**src/rtl/irq_cond_pkg.sv**
```systemverilog
package irq_cond_pkg;

  localparam int unsigned REG_W   = 32;
  localparam int unsigned ADDR_W  = 12;
  localparam int unsigned CMD_SET = 31;

  typedef enum logic [4:0] {
    BK_POL   = 5'd2,
    BK_TRIG  = 5'd3,
    BK_DUAL  = 5'd4,
    BK_CMD   = 5'd5,
    BK_CLRM  = 5'd6,
    BK_SETM  = 5'd7,
    BK_MASK  = 5'd8,
    BK_PEND  = 5'd9
  } bank_e;

endpackage

```
**src/rtl/irq_cond_sync.sv**
```systemverilog
module irq_cond_sync #(
  parameter int unsigned WIDTH = 64
) (
  input  logic             clk,
  input  logic             rst_n,
  input  logic [WIDTH-1:0] raw,
  output logic [WIDTH-1:0] lvl,
  output logic [WIDTH-1:0] rise,
  output logic [WIDTH-1:0] fall
);

  logic [WIDTH-1:0] stg1;
  logic [WIDTH-1:0] stg2;
  logic [WIDTH-1:0] prev;

  always_ff @(posedge clk) begin
    if (!rst_n) begin
      stg1 <= '0;
      stg2 <= '0;
      prev <= '0;
    end else begin
      stg1 <= raw;
      stg2 <= stg1;
      prev <= stg2;
    end
  end

  assign lvl  = stg2;
  assign rise = stg2 & ~prev;
  assign fall = ~stg2 & prev;

endmodule

```
**src/rtl/irq_cond_lines.sv**
```systemverilog
module irq_cond_lines #(
  parameter int unsigned NUM_IRQ = 64
) (
  input  logic               clk,
  input  logic               rst_n,
  input  logic [NUM_IRQ-1:0] pol,
  input  logic [NUM_IRQ-1:0] trig,
  input  logic [NUM_IRQ-1:0] dual,
  input  logic [NUM_IRQ-1:0] mask,
  input  logic [NUM_IRQ-1:0] lvl,
  input  logic [NUM_IRQ-1:0] rise,
  input  logic [NUM_IRQ-1:0] fall,
  input  logic [NUM_IRQ-1:0] cmd_set,
  input  logic [NUM_IRQ-1:0] cmd_clr,
  output logic [NUM_IRQ-1:0] latch_q,
  output logic [NUM_IRQ-1:0] pend
);

  for (genvar i = 0; i < NUM_IRQ; i++) begin : g_line
    logic act_lvl;
    logic hw_hit;
    logic nxt;

    assign act_lvl = pol[i] ? lvl[i] : ~lvl[i];

    // Hardware edge per trigger mode; dual-edge overrides direction.
    always_comb begin
      hw_hit = 1'b0;
      if (trig[i]) begin
        if (dual[i]) hw_hit = rise[i] | fall[i];
        else         hw_hit = pol[i] ? rise[i] : fall[i];
      end
    end

    // A hardware edge in the same cycle as a clear command wins.
    assign nxt = hw_hit | cmd_set[i] | (latch_q[i] & ~cmd_clr[i]);

    always_ff @(posedge clk) begin
      if (!rst_n) latch_q[i] <= 1'b0;
      else        latch_q[i] <= nxt;
    end

    assign pend[i] = mask[i] & (trig[i] ? latch_q[i] : act_lvl);
  end

endmodule

```
**src/rtl/irq_cond_regs.sv**
```systemverilog
module irq_cond_regs
  import irq_cond_pkg::*;
#(
  parameter int unsigned NUM_IRQ = 64
) (
  input  logic               clk,
  input  logic               rst_n,
  input  logic               wr_en,
  input  logic               rd_en,
  input  logic [ADDR_W-1:0]  addr,
  input  logic [REG_W-1:0]   wdata,
  input  logic [NUM_IRQ-1:0] pend,
  output logic [REG_W-1:0]   rdata,
  output logic [NUM_IRQ-1:0] pol_q,
  output logic [NUM_IRQ-1:0] trig_q,
  output logic [NUM_IRQ-1:0] dual_q,
  output logic [NUM_IRQ-1:0] mask_q,
  output logic [NUM_IRQ-1:0] cmd_set,
  output logic [NUM_IRQ-1:0] cmd_clr
);

  localparam int unsigned NWORDS = NUM_IRQ / REG_W;
  localparam int unsigned IDX_W  = (NUM_IRQ > 1) ? $clog2(NUM_IRQ) : 1;

  bank_e            bank;
  logic [4:0]       word;
  logic             word_ok;
  logic             adr_lo_ok;
  logic [REG_W-1:0] rd_word;

  assign bank      = bank_e'(addr[11:7]);
  assign word      = addr[6:2];
  assign word_ok   = ({27'd0, word} < NWORDS);
  assign adr_lo_ok = (addr[1:0] == 2'b00);

  function automatic logic [REG_W-1:0] pick(input logic [NUM_IRQ-1:0] vec,
                                           input logic [4:0] w);
    logic [REG_W-1:0] r;
    r = '0;
    for (int k = 0; k < NWORDS; k++)
      if (w == 5'(k)) r = vec[k*REG_W +: REG_W];
    return r;
  endfunction

  // Configuration and enable banks.
  always_ff @(posedge clk) begin
    if (!rst_n) begin
      pol_q  <= '0;
      trig_q <= '0;
      dual_q <= '0;
      mask_q <= '0;
    end else if (wr_en && word_ok && adr_lo_ok) begin
      for (int k = 0; k < NWORDS; k++) begin
        if (word == 5'(k)) begin
          case (bank)
            BK_POL:  pol_q[k*REG_W +: REG_W]  <= wdata;
            BK_TRIG: trig_q[k*REG_W +: REG_W] <= wdata;
            BK_DUAL: dual_q[k*REG_W +: REG_W] <= wdata;
            BK_SETM: mask_q[k*REG_W +: REG_W] <= mask_q[k*REG_W +: REG_W] | wdata;
            BK_CLRM: mask_q[k*REG_W +: REG_W] <= mask_q[k*REG_W +: REG_W] & ~wdata;
            default: ;
          endcase
        end
      end
    end
  end

  // Edge command: one word, line number in 30:0, set/clear flag on top.
  always_comb begin
    cmd_set = '0;
    cmd_clr = '0;
    if (wr_en && bank == BK_CMD && word == 5'd0 && adr_lo_ok &&
        ({1'b0, wdata[CMD_SET-1:0]} < NUM_IRQ)) begin
      if (wdata[CMD_SET]) cmd_set[wdata[IDX_W-1:0]] = 1'b1;
      else                cmd_clr[wdata[IDX_W-1:0]] = 1'b1;
    end
  end

  always_comb begin
    rd_word = '0;
    if (word_ok && adr_lo_ok) begin
      case (bank)
        BK_POL:  rd_word = pick(pol_q, word);
        BK_TRIG: rd_word = pick(trig_q, word);
        BK_DUAL: rd_word = pick(dual_q, word);
        BK_MASK: rd_word = pick(mask_q, word);
        BK_PEND: rd_word = pick(pend, word);
        default: rd_word = '0;
      endcase
    end
  end

  always_ff @(posedge clk) begin
    if (!rst_n)     rdata <= '0;
    else if (rd_en) rdata <= rd_word;
  end

endmodule

```
**src/rtl/irq_cond_unit.sv**
```systemverilog
module irq_cond_unit
  import irq_cond_pkg::*;
#(
  parameter int unsigned NUM_IRQ = 64
) (
  input  logic               clk,
  input  logic               rst_n,
  input  logic [NUM_IRQ-1:0] irq_in,
  input  logic               wr_en,
  input  logic               rd_en,
  input  logic [ADDR_W-1:0]  addr,
  input  logic [REG_W-1:0]   wdata,
  output logic [REG_W-1:0]   rdata,
  output logic [NUM_IRQ-1:0] pend_o
);

  logic [NUM_IRQ-1:0] lvl, rise, fall;
  logic [NUM_IRQ-1:0] pol_q, trig_q, dual_q, mask_q;
  logic [NUM_IRQ-1:0] cmd_set, cmd_clr, latch_q;

  irq_cond_sync #(.WIDTH(NUM_IRQ)) u_sync (
    .clk  (clk),
    .rst_n(rst_n),
    .raw  (irq_in),
    .lvl  (lvl),
    .rise (rise),
    .fall (fall)
  );

  irq_cond_regs #(.NUM_IRQ(NUM_IRQ)) u_regs (
    .clk    (clk),
    .rst_n  (rst_n),
    .wr_en  (wr_en),
    .rd_en  (rd_en),
    .addr   (addr),
    .wdata  (wdata),
    .pend   (pend_o),
    .rdata  (rdata),
    .pol_q  (pol_q),
    .trig_q (trig_q),
    .dual_q (dual_q),
    .mask_q (mask_q),
    .cmd_set(cmd_set),
    .cmd_clr(cmd_clr)
  );

  irq_cond_lines #(.NUM_IRQ(NUM_IRQ)) u_lines (
    .clk    (clk),
    .rst_n  (rst_n),
    .pol    (pol_q),
    .trig   (trig_q),
    .dual   (dual_q),
    .mask   (mask_q),
    .lvl    (lvl),
    .rise   (rise),
    .fall   (fall),
    .cmd_set(cmd_set),
    .cmd_clr(cmd_clr),
    .latch_q(latch_q),
    .pend   (pend_o)
  );

endmodule

```
**config.mk**
```make
export PLATFORM = sky130hd
export DESIGN_NAME = irq_cond_unit
export DESIGN_NICKNAME = d
export VERILOG_FILES = /design/src/rtl/irq_cond_pkg.sv /design/src/rtl/irq_cond_sync.sv /design/src/rtl/irq_cond_lines.sv /design/src/rtl/irq_cond_regs.sv /design/src/rtl/irq_cond_unit.sv
export SDC_FILE = /design/constraint.sdc
export NUM_CORES = 1
export LEC_CHECK = 0
export ABC_AREA = 1
export BUFFER_PORTS_ARGS = -buffer_cell sky130_fd_sc_hd__buf_2
export CORE_MARGIN = 3
export CORE_UTILIZATION = 63
export CTS_BUF_LIST = sky130_fd_sc_hd__clkbuf_8
export CTS_CLUSTER_DIAMETER = 120
export DETAILED_ROUTE_END_ITERATION = 8
export HOLD_SLACK_MARGIN = 0.15
export PLACE_DENSITY = 0.93
export SLEW_MARGIN = 30
export SYNTH_ARGS = -nofsm -noshare
export SYNTH_HDL_FRONTEND = slang
export SYNTH_HIERARCHICAL = 1
export SYNTH_SLANG_ARGS = --single-unit
```
**constraint.sdc**
```tcl
create_clock -name clk -period 1.84 [get_ports clk]
set_clock_uncertainty 0.15 [all_clocks]
set_input_delay 0.092 -clock clk [delete_from_list [all_inputs] [get_ports clk]]
set_output_delay 0.092 -clock clk [all_outputs]
set_load 0.05 [all_outputs]
```
==> results of run 1 <==
-- layer usage --
layer	GRT overflow	track usage, %
met1	0	69.06
met2	2	83.92
met3	0	63.38
met4	0	70.89
met5	0	41.04
-- synth_stat cells (all sizes together) --
library cell | count | area share [%]
nand3 | 46 | 1.1
dfxtp | 544 | 40
a21boi | 64 | 1.8
nor3b | 1 | 0.028
clkbuf | 130 | 1.8
a21oi | 288 | 5.3
xnor2 | 64 | 2.1
o21bai | 32 | 0.88
o21ai | 384 | 7.1
o211ai | 1 | 0.028
nand2 | 1031 | 14
nor2 | 526 | 7.3
nor4 | 5 | 0.11
nand4 | 195 | 4.5
inv | 746 | 10
buf | 99 | 2.2
nor3 | 82 | 1.5
-- per-stage QoR --
step | setup TNS (ps) | instance area, sq um | util, % | cells
floorplan | 0 | 27250 | - | 4238
global placement | -24160 | 29540 | 69.81 | 4938
detailed placement | -32720 | 29540 | 69.81 | 4938
CTS | -17.38 | 35170 | 83.10 | 5405
-- kinds of logic after synthesis --
| kind of cell | synth area share, % |
|---|---|
| AO/OA/AOI/OAI | 15.01 |
| XOR/XNOR | 2.057 |
| buffers and inverters | 14.22 |
| flip-flops | 39.96 |
| AND/OR/NAND/NOR | 28.75 |
-- repair_timing --
action                     in CTS
setup buffers                  14
hold endpoints to repair      544
hold buffers                  294
pin swaps                       4
setup endpoints to repair      64
resized for setup             360
==> flow_summary.json, run 1 <==
{
  "status": "aborted with a tool error",
  "stop_stage": "5_1_grt",
  "toolErrorMsg": "[ERROR GRT-0232] Routing congestion too high. Check the congestion heatmap in the GUI.",
  "overflow": 2,
  "synth.ff_latch_count": 544,
  "worst_path_end_type": "register data pin",
  "syn_area_sq_um": 27250,
  "dpl.hpwl_mm": 54.48,
  "clock-sinks": 544,
  "antenna_found_initial": 21,
  "die_w_microns": 214.0,
  "gp_congestion": 0.9541,
  "grt_use_total_pct": 71.47,
  "portBuffers": 207,
  "clockBufferDepth": 3,
  "cts_inserted_buffers": 88,
  "initial_utilization_pct": 64.40,
  "synth_seq_area_share_pct": 39.96,
  "place_ws_ps": -555.3,
  "die_h_microns": 214.0,
  "rows": 75,
  "avgSynthCellArea_sq_um": 6.431,
  "grt_max_degree": 121,
  "netlist_instances": 4238,
  "pin_count": 208,
  "crit_endpoint": "u_regs/_4156_/D",
  "yosysWarnings": 6,
  "ys_types": 26,
  "cts_root_buf": "clkbuf_8",
  "syn_nets": 4350,
  "htree_levels": 3
}
==> run 2: changes to the inputs <==
Settings changed: CORE_UTILIZATION 63 to 40, CTS_BUF_LIST sky130_fd_sc_hd__clkbuf_8 to not set, CTS_CLUSTER_DIAMETER 120 to not set, HOLD_SLACK_MARGIN 0.15 to not set, PLACE_DENSITY 0.93 to not set, PLACE_DENSITY_LB_ADDON set to 0.15.
==> run 2 against run 1 <==
Compared with the run above: the flow now finishes without violations; synthesized cell count unchanged; area after synthesis unchanged.
==> flow_summary.json, run 2 <==
{
  "dp.cells": 5264,
  "power_uw": 26730,
  "dr.first_iter.drc_count": 2543,
  "fin_area_sq_um": 35170,
  "fin_crit_sh_pct": 98.22,
  "rows": 95,
  "finalSetupViolations": 0,
  "syn2layout_area_growth_pct": 29.05,
  "ys_top_cells_by_count": "nand2_1 (1,031), inv_1 (737), dfxtp_1 (544)",
  "netlist_instances": 4238,
  "combPwrFrac_pct": 7.1,
  "pin_count": 208,
  "synth_top_cell_by_area": "dfxtp_1",
  "p_per_area_nw_per_um2": 760.1,
  "synth.area.top_cells": "dfxtp_1 (40%), nand2_1 (14%), inv_1 (10%)",
  "final_cell_mix": "nand2_1 (1,030), inv_1 (718), nor2_1 (515)",
  "min_path_type": "in2reg",
  "cts.clk_slew.worst_paths_ps": 60,
  "die_w_microns": 267.0,
  "power.switching_uw": 6496,
  "ir_drop_v": 0.0005438,
  "utilization_pct": 52.28,
  "first_global_vias": 25035,
  "wl_per_cell_microns": 17.23,
  "grt_max_degree": 113,
  "p_clk_share_pct": 47.7,
  "final-seq-area_sq_um": 11110,
  "finalHoldViolations": 0,
  "critPathLaunchType": "flip-flop",
  "fill_cells": 6796,
  "multi_input_area_sq_um": 12950,
  "netlist.area_leader.share_pct": 39.96,
  "dr.pass1.iters": 6,
  "overflow": 0,
  "relSlewSlack_pct": 56.62,
  "grt_use_total_pct": 26.09,
  "p_leak_uw": 0.01636,
  "portBuffers": 207,
  "yosysWarnings": 6,
  "worstPathArrival_ps": 1570,
  "finalNetCount": 4751,
  "avgSynthCellArea_sq_um": 6.431,
  "core_sq_um": 67280,
  "synthMostInstantiatedCell": "nand2_1",
  "worst_hold_slack_ps": 59.89,
  "syn_area_sq_um": 27250,
  "worst_setup_path_end_kind": "output pin",
  "fmax_mhz": 553.3,
  "seqPwrFrac_pct": 45.1,
  "slew_viol_final": 0,
  "ant_nets": 0,
  "htree_levels": 3,
  "layoutNonFillerInstCount": 5558,
  "cts_tree": "yes",
  "critPathMaxFanout": 4,
  "clock-sinks": 544,
  "gp_congestion": 0.8502,
  "vias": 27555,
  "cap_violations": 0,
  "dpl.hpwl_mm": 61.66,
  "ys_types": 26,
  "status": "finished, final reports clean",
  "final_common_cell": "nand2_1",
  "critical_path_class": "reg2out",
  "synth_seq_area_share_pct": 39.96,
  "die_h_microns": 267.0,
  "clockBufferDepth": 3,
  "fin_crit_ps": 1807,
  "route.detailed.drc": 0,
  "synth_edf_count": 0,
  "worst_pin_slew_ps": 650.7,
  "cts_root_buf": "clkbuf_16",
  "synth-main-ff-cell": "dfxtp_1",
  "grt_pass1_wl_mm": 145.4,
  "vias_per_cell": 4.958,
  "synth.ff_latch_count": 544,
  "dpl_cell_area_sq_um": 30190,
  "drive_gt1_share_pct": 16.65,
  "p_int_uw": 20240,
  "p_sw_share_pct": 24.30,
  "clk_latency_ps": 600,
  "wl_mm": 95.78,
  "initial_utilization_pct": 40.51,
  "syn_nets": 4350,
  "required_ps": 1600,
  "async_flop_share_pct": 0,
  "cts_inserted_buffers": 66,
  "die-area_sq_um": 71300,
  "antenna_found_initial": 3
}
==> run 2: cell counts after synthesis <==
Identical to the previous run, type by type.
==> run 2: power by group through the flow <==
| stage | Clock, uW | Combinational, uW | Sequential [uW] |
|---|---|---|---|
| after floorplan | 0 | 850 | 12300 |
| after global placement | 0 | 1590 | 12300 |
| after detailed placement | 0 | 1590 | 12300 |
| after CTS | 13100 | 1860 | 12100 |
| after global routing | 13500 | 2060 | 12100 |
| final | 12800 | 1900 | 12100 |
==> run 2: cells by family after synthesis <==
| kind of cell | Yosys count | share of synthesized area, % |
|---|---|---|
| xor gates and xnor gates | 64 | 2.057 |
| buffers and inverters | 975 | 14.22 |
| DFF | 544 | 39.96 |
| and+or+nand+nor | 1886 | 28.75 |
| AOI/OAI and AO/OA | 769 | 15.01 |
==> run 2: what timing repair did <==
action                                  in CTS  in global routing
hold buffers                               154                  0
pin swaps                                    5                 15
buffers inserted                            15                  9
hold endpoints to repair                   448                  0
resized for setup                          265                227
cloned                                       0                  5
endpoints found under the setup margin      66                122
==> run 2: final cells by class <==
cell class	instances	share of cell area, %
multi-input cells	2719	36.82
flip-flops and latches	544	31.60
repair buffers	562	14.62
inverters	746	7.976
clock buffers	93	5.244
well taps	873	3.106
clock inverters	20	0.6261
diodes	1	0.007115
==> run 2: worst paths after layout <==
check	endpoint	cells past startpoint	slack, ps	start
worst max-delay path	pend_o[2]	4	30	u_sync/lvl[2]
worst max register to register	u_regs/rdata[21]	11	160	u_sync/lvl[21]
worst min register to register	u_sync/lvl[28]	2	250	u_sync/stg1[28]
worst min-delay path	u_sync/stg1[57]	4	60	irq_in[57]
==> run 2: metrics by stage <==
stage / TNS, ps / worst slack, ps
finish: 0 / 32.78
global placement: -37470 / -586.7
global route: -10.08 / -8.876
CTS: -1.478 / -1.478
floorplan: 0 / 162.8
detailed placement: -40600 / -630.3
==> run 2: routing by layer <==
layer	up-vias	share of wire, %	track usage, %
li1	14015	-	-
met1	12483	44	34.90
met3	159	6.9	4.535
met2	896	46	42.93
met5	-	0.013	0
met4	2	2.9	8.136
==> run 2: worst max-delay path, stage by stage, from the launching register on <==
cell and delay [ps]:
dfxtp_4 360, xnor2_2 190, o21ai_1 80, inv_1 150, buf_6 190
Power figures use the tool's default switching activity.
==> run 3: changes to the inputs <==
Settings changed: CTS_BUF_LIST set to sky130_fd_sc_hd__clkbuf_4 sky130_fd_sc_hd__clkbuf_8.
==> run 3 against run 2 <==
Compared with the run above: first-iteration DRC count decreased by 11%; routed wire length increased by 2.4%; global-route usage increased by 0.56 points; largest cell class unchanged.
==> flow_summary.json, run 3 (synthesized netlist as in run 2, its figures left out) <==
{
  "syn2layout_area_growth_pct": 36.13,
  "worst_setup_path_end_kind": "output pin",
  "final_common_cell": "nand2_1",
  "die_w_microns": 267.0,
  "crit_path_max_incr_delay_ps": 340,
  "slew_viol_final": 0,
  "required_ps": 1600,
  "place_ws_ps": -630.3,
  "worst_pin_slew_ps": 629.2,
  "antenna_found_initial": 4,
  "crit_start": "u_regs/pol_q[41]",
  "r2r_slack_ps": 110,
  "fill_cells": 6621,
  "fin_crit_ps": 1834,
  "dpl.hpwl_mm": 61.66,
  "fmax_mhz": 545.4,
  "fin_tns_setup_ps": 0,
  "critPathSlowestCell": "dfxtp_2",
  "clockBufferDepth": 3,
  "dp.cells": 5264,
  "utilization_pct": 55.14,
  "grt_max_degree": 113,
  "portBuffers": 207,
  "cts_inserted_buffers": 98,
  "overflow": 0,
  "grt_pass1_wl_mm": 149.1,
  "cap_violations": 0,
  "timing.rr.start": "u_sync/lvl[55]",
  "multi_input_area_sq_um": 13290,
  "p_per_area_nw_per_um2": 704.8,
  "r2r-end": "u_regs/rdata[23]",
  "dr.pass1.iters": 8,
  "clock-sinks": 544,
  "crit_chain": "xnor2_1 > o21ai_1 > inv_1 > buf_6",
  "critical_path_class": "reg2out",
  "gp_congestion": 0.8502,
  "cts_tree": "yes",
  "power_uw": 26150,
  "htree_levels": 3,
  "core_sq_um": 67280,
  "critPathMaxFanout": 5,
  "finalNetCount": 4927,
  "rsz0062_at_grt": "true",
  "final_cell_mix": "nand2_1 (1,030), inv_1 (672), nor2_1 (513)",
  "p_leak_uw": 0.01721,
  "wl_per_cell_microns": 17.02,
  "reg2reg_depth": 11,
  "rows": 95,
  "worstPathArrival_ps": 1590,
  "vias": 28514,
  "status": "finished, final reports clean",
  "finalSetupViolations": 0,
  "ir_drop_v": 0.0004505,
  "drive_gt1_share_pct": 22.62,
  "cts.clk_slew.worst_paths_ps": 60,
  "route.detailed.drc": 0,
  "pin_count": 208,
  "wl_mm": 98.10,
  "min_path_type": "in2reg",
  "die_h_microns": 267.0,
  "dr.first_iter.drc_count": 2259,
  "cts_root_buf": "clkbuf_8",
  "clk_latency_ps": 700,
  "vias_per_cell": 4.947,
  "endpoint": "pend_o[41]",
  "initial_utilization_pct": 40.51,
  "ant_nets": 0,
  "critPathLaunchType": "flip-flop",
  "fin_crit_sh_pct": 99.65,
  "first_global_vias": 26311,
  "setup_ws_ps": 6.422,
  "layoutNonFillerInstCount": 5764,
  "min-delay-start": "addr[7]",
  "relSlewSlack_pct": 57.67,
  "final-seq-area_sq_um": 11350,
  "die-area_sq_um": 71300,
  "grt_use_total_pct": 26.65,
  "finalHoldViolations": 0
}
[run 3: cell count changes in the layout (fill, tap and decap cells not counted), sizes merged]
cell          delta
bufinv           -3
dlygate4sd3     +75
clkbuf          +55
buf             +68
dlymetal6s4s     +4
clkinv           +4
inv              -1
diode            +4
[run 3: routing by layer]
layer	routed length [microns]	track usage, %	vias up	share of wire (%)
met5	13	0	-	0.013
met4	2552	8.773	2	2.6
met2	45970	44.83	952	47
met1	42620	34.55	13001	43
met3	6943	4.858	152	7.1
li1	-	-	14407	-
[run 3: where the power goes]
group	internal, uW	switching (uW)
logic	891	1200
clock network	6790	5260
registers	11900	120
[run 3: critical path: cells and delay by family, from the launching register on]
kind,cells,cell delay [ps]
DFF,1,340
buffers and inverters,2,280
AOI/OAI and AO/OA,1,170
xor gates and xnor gates,1,120
[run 3: repair_timing]
action                     in CTS  in global routing
setup buffers                  72                 22
hold endpoints to repair      535                 24
pin swaps                      54                 41
setup endpoints to repair      64                129
gates cloned                    0                  4
resized for setup             652                144
hold buffers                  229                  4
[run 3: metrics by stage]
step                      hold WS, ps  area (sq um)
after floorplan                 35.45         27250
after global placement          122.4         30190
after detailed placement        126.1         30190
after CTS                       31.26         36400
after global routing            131.8         37100
final                           93.92         37100
[run 3: worst min path at each step]
stage,end,slack [ps],cells after the start
2_1_floorplan,u_sync/stg1[58],40,2
3_3_place_gp,u_sync/stg1[25],120,3
3_5_place_dp,u_sync/stg1[63],130,3
4_1_cts,u_regs/pol_q[63],30,6
5_1_grt,u_regs/pol_q[52],130,6
6_report,u_regs/pol_q[63],90,6
[run 3: layout make-up]
class	instances	share of cell area, %
Inverter	746	7.555
Clock buffer	151	5.197
Clock inverter	20	0.3878
Timing Repair Buffer	706	17.47
Tap cell	873	2.944
Antenna cell	5	0.03373
Multi-Input combinational cell	2719	35.83
Sequential cell	544	30.59
